## config.mk

```make
export PLATFORM = sky130hd
export DESIGN_NAME = step_run_harness
export DESIGN_NICKNAME = d
export VERILOG_FILES = /design/src/rtl/step_run_harness.sv
export SDC_FILE = /design/constraint.sdc
export NUM_CORES = 1
export LEC_CHECK = 0
export BUFFER_PORTS_ARGS = -buffer_cell sky130_fd_sc_hd__buf_2
export CAP_MARGIN = 20
export CORE_ASPECT_RATIO = 0.7
export CORE_MARGIN = 2
export CORE_UTILIZATION = 35
export CTS_CLUSTER_DIAMETER = 150
export DETAILED_ROUTE_END_ITERATION = 8
export PLACE_DENSITY = 0.6
export SYNTH_ARGS = -nofsm -noshare
export SYNTH_HDL_FRONTEND = slang
export SYNTH_SLANG_ARGS = --single-unit
```

## constraint.sdc

```tcl
create_clock -name clk -period 6.05 [get_ports clk]
set_input_delay 0.605 -clock clk [delete_from_list [all_inputs] [get_ports clk]]
set_output_delay 0.605 -clock clk [all_outputs]
set_load 0.02 [all_outputs]
```

## src/rtl/step_run_harness.sv

```systemverilog
module step_run_harness #(
  parameter int W          = 8,
  parameter int CW         = 10,
  parameter int DEB_CYCLES = 16
) (
  input  logic          clk,
  input  logic          rst,
  input  logic          btn_step,
  input  logic          btn_run,
  input  logic          load_a,
  input  logic          load_b,
  input  logic [W-1:0]  init_a,
  input  logic [W-1:0]  init_b,
  output logic [W-1:0]  op_a,
  output logic [W-1:0]  op_b,
  output logic [CW-1:0] count,
  output logic          done,
  output logic [W-1:0]  sig_x,
  output logic [W-1:0]  sig_y
);
  localparam int DW = $clog2(DEB_CYCLES + 1);
  localparam logic [CW-1:0] LAST = {CW{1'b1}};

  function automatic logic [W-1:0] shift_fb(input logic [W-1:0] s);
    return {s[W-2:0], s[7] ^ s[5] ^ s[4] ^ s[3]};
  endfunction

  logic [1:0]    sync_s, sync_r;
  logic [DW-1:0] dcnt_s, dcnt_r;
  logic          lvl_s, lvl_r, lvl_s_d, lvl_r_d;
  logic          step_pulse, run_q, en;

  always_ff @(posedge clk) begin
    if (rst) begin
      sync_s <= '0; sync_r <= '0;
      dcnt_s <= '0; dcnt_r <= '0;
      lvl_s <= 1'b0; lvl_r <= 1'b0;
      lvl_s_d <= 1'b0; lvl_r_d <= 1'b0;
    end else begin
      sync_s <= {sync_s[0], btn_step};
      sync_r <= {sync_r[0], btn_run};
      lvl_s_d <= lvl_s;
      lvl_r_d <= lvl_r;
      if (sync_s[1] == lvl_s) dcnt_s <= '0;
      else if (dcnt_s == DW'(DEB_CYCLES - 1)) begin
        lvl_s <= sync_s[1]; dcnt_s <= '0;
      end else dcnt_s <= dcnt_s + 1'b1;
      if (sync_r[1] == lvl_r) dcnt_r <= '0;
      else if (dcnt_r == DW'(DEB_CYCLES - 1)) begin
        lvl_r <= sync_r[1]; dcnt_r <= '0;
      end else dcnt_r <= dcnt_r + 1'b1;
    end
  end

  assign step_pulse = lvl_s & ~lvl_s_d;
  assign done       = (count == LAST);
  assign en         = (step_pulse | run_q) & ~done;

  always_ff @(posedge clk) begin
    if (rst) run_q <= 1'b0;
    else if (lvl_r & ~lvl_r_d & ~done) run_q <= 1'b1;
  end

  logic [1:0]   sel;
  logic [W-1:0] dat, res_x, res_y;
  assign sel = count[CW-1:CW-2];
  assign dat = count[W-1:0];

  always_comb begin
    case (sel)
      2'd0:    begin res_x = op_a + op_b;          res_y = op_a ^ dat;    end
      2'd1:    begin res_x = op_a - op_b;          res_y = op_b + dat;    end
      2'd2:    begin res_x = op_a ^ op_b ^ dat;    res_y = op_a | op_b;   end
      default: begin res_x = (op_a & op_b) + dat;  res_y = ~(op_a & dat); end
    endcase
  end

  always_ff @(posedge clk) begin
    if (rst) begin
      op_a  <= W'(1);
      op_b  <= W'(1);
      count <= '0;
      sig_x <= '0;
      sig_y <= '0;
    end else if (!done) begin
      if (load_a)  op_a <= init_a;
      else if (en) op_a <= shift_fb(op_a);
      if (load_b)  op_b <= init_b;
      else if (en) op_b <= shift_fb(op_b);
      if (en) begin
        count <= count + 1'b1;
        sig_x <= shift_fb(sig_x) ^ res_x;
        sig_y <= shift_fb(sig_y) ^ res_y;
      end
    end
  end

  a_r2_load_a: assert property (@(posedge clk) disable iff (rst)
    (load_a && !done) |=> op_a == $past(init_a));
  a_r2_load_b: assert property (@(posedge clk) disable iff (rst)
    (load_b && !done) |=> op_b == $past(init_b));
  a_r4_count_step: assert property (@(posedge clk) disable iff (rst)
    !done |=> (count == $past(count) || count == $past(count) + 1'b1));
  a_r7_single_pulse: assert property (@(posedge clk) disable iff (rst)
    step_pulse |=> !step_pulse);
  a_r8_run_sticky: assert property (@(posedge clk) disable iff (rst)
    run_q |=> run_q);
  a_r9_freeze: assert property (@(posedge clk) disable iff (rst)
    done |=> done && $stable(op_a) && $stable(op_b) && $stable(sig_x) && $stable(sig_y));
  a_r6_sig_hold: assert property (@(posedge clk) disable iff (rst)
    $stable(count) |-> ##1 1'b1 ##0 ($past(sig_x) == sig_x || $past(count) != count) );
endmodule

```

**Word level (Yosys, flattened, before mapping)**

Index checks and enable logic that the tools add are counted.

- Flip-flop bits (word level): 61
- Bits in latches: 0
- Memory bits (writable): 0
- Bits in read-only memories: 0
- Input bits: 22
- Word-level logic and storage cells: 75
- Memories kept: 0

- Add/sub/neg operators: 7
- Multiply operators: 0
- Div/mod/pow operators: 0
- Order comparisons: 0
- Equal/unequal tests: 7
- Shift-type cells: 0
- Muxes and demuxes: 6
- Bitwise logic cells: 31
- Reductions and logical operators: 10

Operators by type and width:

| operator | count |
|---|---|
| $pmux 8 s3 | 2 |
| $xor 8x8->8 | 5 |
| $mux 8 | 4 |
| $add 8x8->8 | 3 |
| $and 8x8->8 | 2 |
| $xor 1x1->1 | 12 |
| $add 10x1->10 const B | 1 |
| $add 5x1->5 const B | 2 |
| $eq 10x10->1 const B | 1 |
| $eq 5x4->1 const B | 2 |
| $reduce_and 2->1 | 5 |
| $not 8->8 | 1 |
| $or 8x8->8 | 1 |
| $sub 8x8->8 | 1 |
| $reduce_or 3->1 | 2 |
| $not 1->1 | 5 |
| $and 1x1->1 | 4 |
| $reduce_bool 2->1 | 2 |
| $eq 1x1->1 | 2 |
| $eq 2x1->1 const B | 1 |
| $eq 2x2->1 const B | 1 |
| $logic_not 2->1 | 1 |
| $or 1x1->1 | 1 |

**Logic depth before layout (Yosys ltp)**

- Depth after elaboration: 6
- Gate-level depth with buffers: 13
- Depth with buffers taken out: 13

**Worst setup path before layout**

Ideal clock, no wire load.

- Kind: reg2reg
- Start point: register count[8]
- End point: register sig_x[6]
- Setup time: 0.079 ns
- Data arrival time: 2.738 ns
- Required time: 5.971 ns
- Slack: 3.233 ns
- Cell stages (with the launch flop): 13
- Clock period less this slack: 2.817 ns
- Cells stage by stage: dfxtp_1 -> buf_2 -> nor2b_1 -> buf_2 -> mux2_2 -> fa_1 -> nor2b_1 -> o21a_1 -> o21a_1 -> o21ai_1 -> and4_1 -> or3_1 -> o211ai_1

- Word-level cells in the longest chain between the ends: 4

RTL lines:

| item | RTL line | RTL |
|---|---|---|
| start: declaration | 16 | `output logic [CW-1:0] count,` |
| start signal: assignment | 91 | `count <= count + 1'b1;` |
| $eq 10x10->1 | 56 | `assign done = (count == LAST);` |
| $not 1->1 (no line) | -- |  |
| $and 1x1->1 | 57 | `assign en = (step_pulse \| run_q) & ~done;` |
| $reduce_and 2->1 (no line) | -- |  |
| end signal: assignment | 92 | `sig_x <= shift_fb(sig_x) ^ res_x;` |
| end: declaration | 18 | `output logic [W-1:0] sig_x,` |

Parallel ways exist; a longest one is shown, timed or not.
A chain may end at the register's enable or synchronous reset.

**Worst setup path in the final report**

Ends and elaborated chain as after synthesis.

==> impl_table.tex <==
\begin{tabular}{lr}
\hline
Metric & Value \\
\hline
\multicolumn{2}{l}{\textbf{Global routing}} \\
Global route overflow & 0 \\
Initial antenna violation count & 0 \\
Pin count of the biggest net entering global routing & 52 \\
First-pass GRT wire length & about 20 mm \\
Global routing usage summed across all routing layers & a little under a fifth \\
Via count of the first global-routing pass & 3750 \\
\multicolumn{2}{l}{\textbf{STA}} \\
Sum of negative setup slack & 0 ps \\
Count of final setup violators & 0 \\
Final setup skew & 5.72 ps \\
Final cycle utilization of the critical path & a little over half \\
Hold\_ws & 437 ps \\
Hold violation count in the final report & 0 \\
Transition time at the pin with the least slew margin & 1010 ps \\
RSZ-0062 raised after global routing & no \\
Slew Viols, Final & 0 \\
Slew headroom & 32.4\% \\
Final min period & 3310 ps \\
Final critical-path setup slack & 2740 ps \\
Max Fclk & 302 MHz \\
\multicolumn{2}{l}{\textbf{Critical path}} \\
Worst endpoint required time & 6310 ps \\
Critical Path Max Stage Delay & 440 ps \\
Crit. End Element & flop \\
Crit path kind & flop to flop \\
Worst path slowest cell & nor2b\_1 \\
Worst EP arrival & between 3000 and 4000 ps \\
Worst path cell trace & buf\_4, nor2b\_1, mux2\_2, fa\_1, nor2b\_1, o21a\_1, o21a\_1, o21ai\_1, and4\_1, or3\_1, o211ai\_1 \\
Worst-path maximum fanout & 45 \\
Critical path's top delay family & simple AND/OR/NAND/NOR gates \\
Number of buffers and inverters on the critical path & 1 \\
Startpoint types & flop \\
\multicolumn{2}{l}{\textbf{Flow run}} \\
Max-cap violations & 0 \\
\multicolumn{2}{l}{\textbf{Pwr}} \\
Leakage component of the power & 2.31 nW \\
Flop pwr share & 38.7\% \\
Internal portion of total power & 0.802 mW \\
Power, Total & 1.13 mW \\
Share of total power in the clock network & 43.4\% \\
Relative contribution of combinational cells to total power & 17.9\% \\
Maximum vdd drop & $\sim$0.13 mV \\
Net switching component of the power & 0.329 mW \\
P per Cell Area & 214 nW/um\^{}2 \\
Switching Fraction & between 20\% and 30\% \\
\multicolumn{2}{l}{\textbf{CTS}} \\
Inserted Clock Buffers & 9 \\
Number of clock sinks seen by CTS & 61 \\
Clock latency at the later pin of the worst-skew pair & approximately 330 ps \\
Setup bufs post-CTS & 0 \\
CTS Root Cell & clkbuf\_16 \\
Cells resized by post-CTS repair & 0 \\
Number of H-tree levels & 3 \\
Post-cts hold buffer count & 0 \\
Number of buffers on the longest clock path & 2 \\
CTS tree & done \\
CTS clock-pin slew for the worst setup and hold paths & 60 ps \\
\multicolumn{2}{l}{\textbf{Routing}} \\
Per-cell via count in the routed design & between 5 and 6 \\
DR vias & between 3000 and 4000 \\
DR WL/cell & 16.4 um \\
DRT Pass-1 Iters & 5 \\
Total Wirelength & 12.3 mm \\
Final antenna-violating net count & 0 \\
Number of design-rule violations left by the first detailed-router iteration & between 200 and 300 \\
Post-route DRC & 0 \\
\multicolumn{2}{l}{\textbf{Floorplanning}} \\
Vertical die dimension & 99.5 um \\
I/O Pins & 65 \\
Horiz. Die Dim & 140 um \\
Floorplan core area & 12500 sq um \\
Starting utilization of the core area & between 30\% and 40\% \\
Number of rows created at floorplan & 34 \\
Die Footprint & 14000 sq um \\
\multicolumn{2}{l}{\textbf{Synth}} \\
Yosys synthesis warning count & 0 \\
Number of enable-type register cells in the synthesized netlist & 0 \\
Most common flop cell mapped by yosys & dfxtp\_1 \\
Netlist area before placement & about 4600 sq um \\
Synthesized area divided by synthesized cell count & between 8 and 9 sq um \\
Cell count after synthesis & 534 \\
Share of the yosys chip area belonging to registers & 26.8\% \\
Ranking of synthesized cells by area & dfxtp\_1 27\%, ha\_1 14\%, xnor2\_1 7.9\% \\
Synth cell types & 58 \\
Share of async-settable or async-resettable flops after synthesis & 0\% \\
Net count after synthesis & 610 \\
Number of flip-flops and latches in the synthesized netlist & 61 \\
Synth area leader & dfxtp\_1 \\
Fraction of post-synthesis cell area in the top cell type by area & 26.8\% \\
\multicolumn{2}{l}{\textbf{Run status}} \\
Result of the run & completed \\
\multicolumn{2}{l}{\textbf{Placed design}} \\
Post-detail-place hpwl & 9.17 mm \\
Buffers on Ports & 64 \\
Pre-CTS setup slack & approximately 2800 ps \\
GPL Wtd Cong & approximately 0.97 \\
\multicolumn{2}{l}{\textbf{Finish}} \\
Net total in the final layout & 660 \\
Fill count & 1255 \\
Area added between synthesis and finish & 15.6\% \\
Share of post-route cells with drive strength above 1 & 16.5\% \\
Number of inserted diodes & 0 \\
\multicolumn{2}{l}{\textbf{Hold path}} \\
Worst min-delay path class & flop to flop \\
\hline
\end{tabular}
-- power groups by stage --
| stage | logic (mW) | clock network, mW | registers [mW] |
|---|---|---|---|
| after floorplan | 0.147 | 0 | 0.445 |
| after global placement | 0.197 | 0 | 0.446 |
| after detailed placement | 0.201 | 0 | 0.446 |
| after CTS | 0.202 | 0.500 | 0.438 |
| after global routing | 0.228 | 0.521 | 0.441 |
| final | 0.202 | 0.491 | 0.438 |
-- layout by cell type (no fill, tap or decap), drive strengths merged, types with 4 or more instances in the layout --
cell type  count
ha            51
nor2          68
a31oi          7
dfxtp         61
or3            8
o211ai         7
nor2b         11
nand3b         4
clkinvlp       4
a211oi        27
and3           7
inv           36
o21ai         21
mux2i         26
a21o           5
buf           66
nand2         23
xor2          18
nand2b         5
nand3         10
a21oi         18
xnor2         41
clkbuf        11
o21a           4
nor3          10
-- flip-flops by register name, summed over array words and instances (netlist names) --
name and count:
count 10, run_q 1, lvl_r 1, dcnt_s 5, lvl_s 1, dcnt_r 5, sync_r 2, sig_x 8
op_b 8, op_a 8, lvl_r_d 1, sig_y 8, sync_s 2, lvl_s_d 1
-- layout make-up --
| class | count | area, sq um | area share, % |
|---|---|---|---|
| flip-flops and latches | 61 | 1220 | 23.2 |
| well taps | 162 | 203 | 3.84 |
| inverters | 36 | 135 | 2.56 |
| clock inverters | 5 | 35.0 | 0.664 |
| clock buffers | 11 | 253 | 4.79 |
| repair buffers | 66 | 335 | 6.36 |
| multi-input cells | 410 | 3090 | 58.6 |
-- cells in the mapped netlist, drive strengths merged (2+ instances only) --
master / number
o2111ai: 2
o221a: 2
and4: 3
clkbuf: 14
nor2b: 11
nand2b: 5
nand2: 23
nor4: 2
xnor2: 41
ha: 51
o211ai: 7
a31oi: 7
nor3b: 2
nor3: 10
buf: 13
and3: 7
nor2: 68
nand3b: 4
a21o: 5
a21oi: 18
or3: 8
mux2i: 26
a211oi: 27
o21a: 4
dfxtp: 61
o31ai: 2
o21bai: 2
mux4: 3
fa: 3
inv: 36
nand4: 3
o21ai: 21
nand3: 10
a311o: 2
xor2: 18
-- metal layers --
metal	GRT usage, %	routed length (um)	vias up	share of wire (%)
met5	0	0	-	0
met4	5.98	225	0	1.8
met3	4.48	1020	18	8.3
met2	27.7	4980	114	40
met1	27.1	6070	1836	49
li1	-	-	1984	-
-- logic make-up (layout without fill, tap and decap cells) --
kind of cell | count (synthesis) | count (layout) | synth area share, %
compound gates | 108 | 108 | 16.8
flops | 61 | 61 | 26.8
fa+ha+maj | 54 | 54 | 15.3
simple gates | 159 | 159 | 16.9
buf+inv | 63 | 118 | 5.43
mux | 30 | 30 | 7.43
xor+xnor | 59 | 59 | 11.3
-- through the flow --
stage          instance area, sq um  cells  utilization, %
4_1_cts                        5270    751            42.0
3_3_place_gp                   4990    735            39.7
6_report                       5270    751            42.0
2_1_floorplan                  4560    534               -
3_5_place_dp                   4990    735            39.7
5_1_grt                        5270    751            42.0
-- worst paths after layout --
kind              depth (start not counted)      start        end  slack [ps]
setup / recovery                         11   count[8]   sig_x[6]        2740
hold / removal                            1  sync_r[0]  sync_r[1]         440
setup reg to reg                         11   count[8]   sig_x[6]        2740
hold reg to reg                           1  sync_r[0]  sync_r[1]         440
Power figures use the tool's default switching activity.
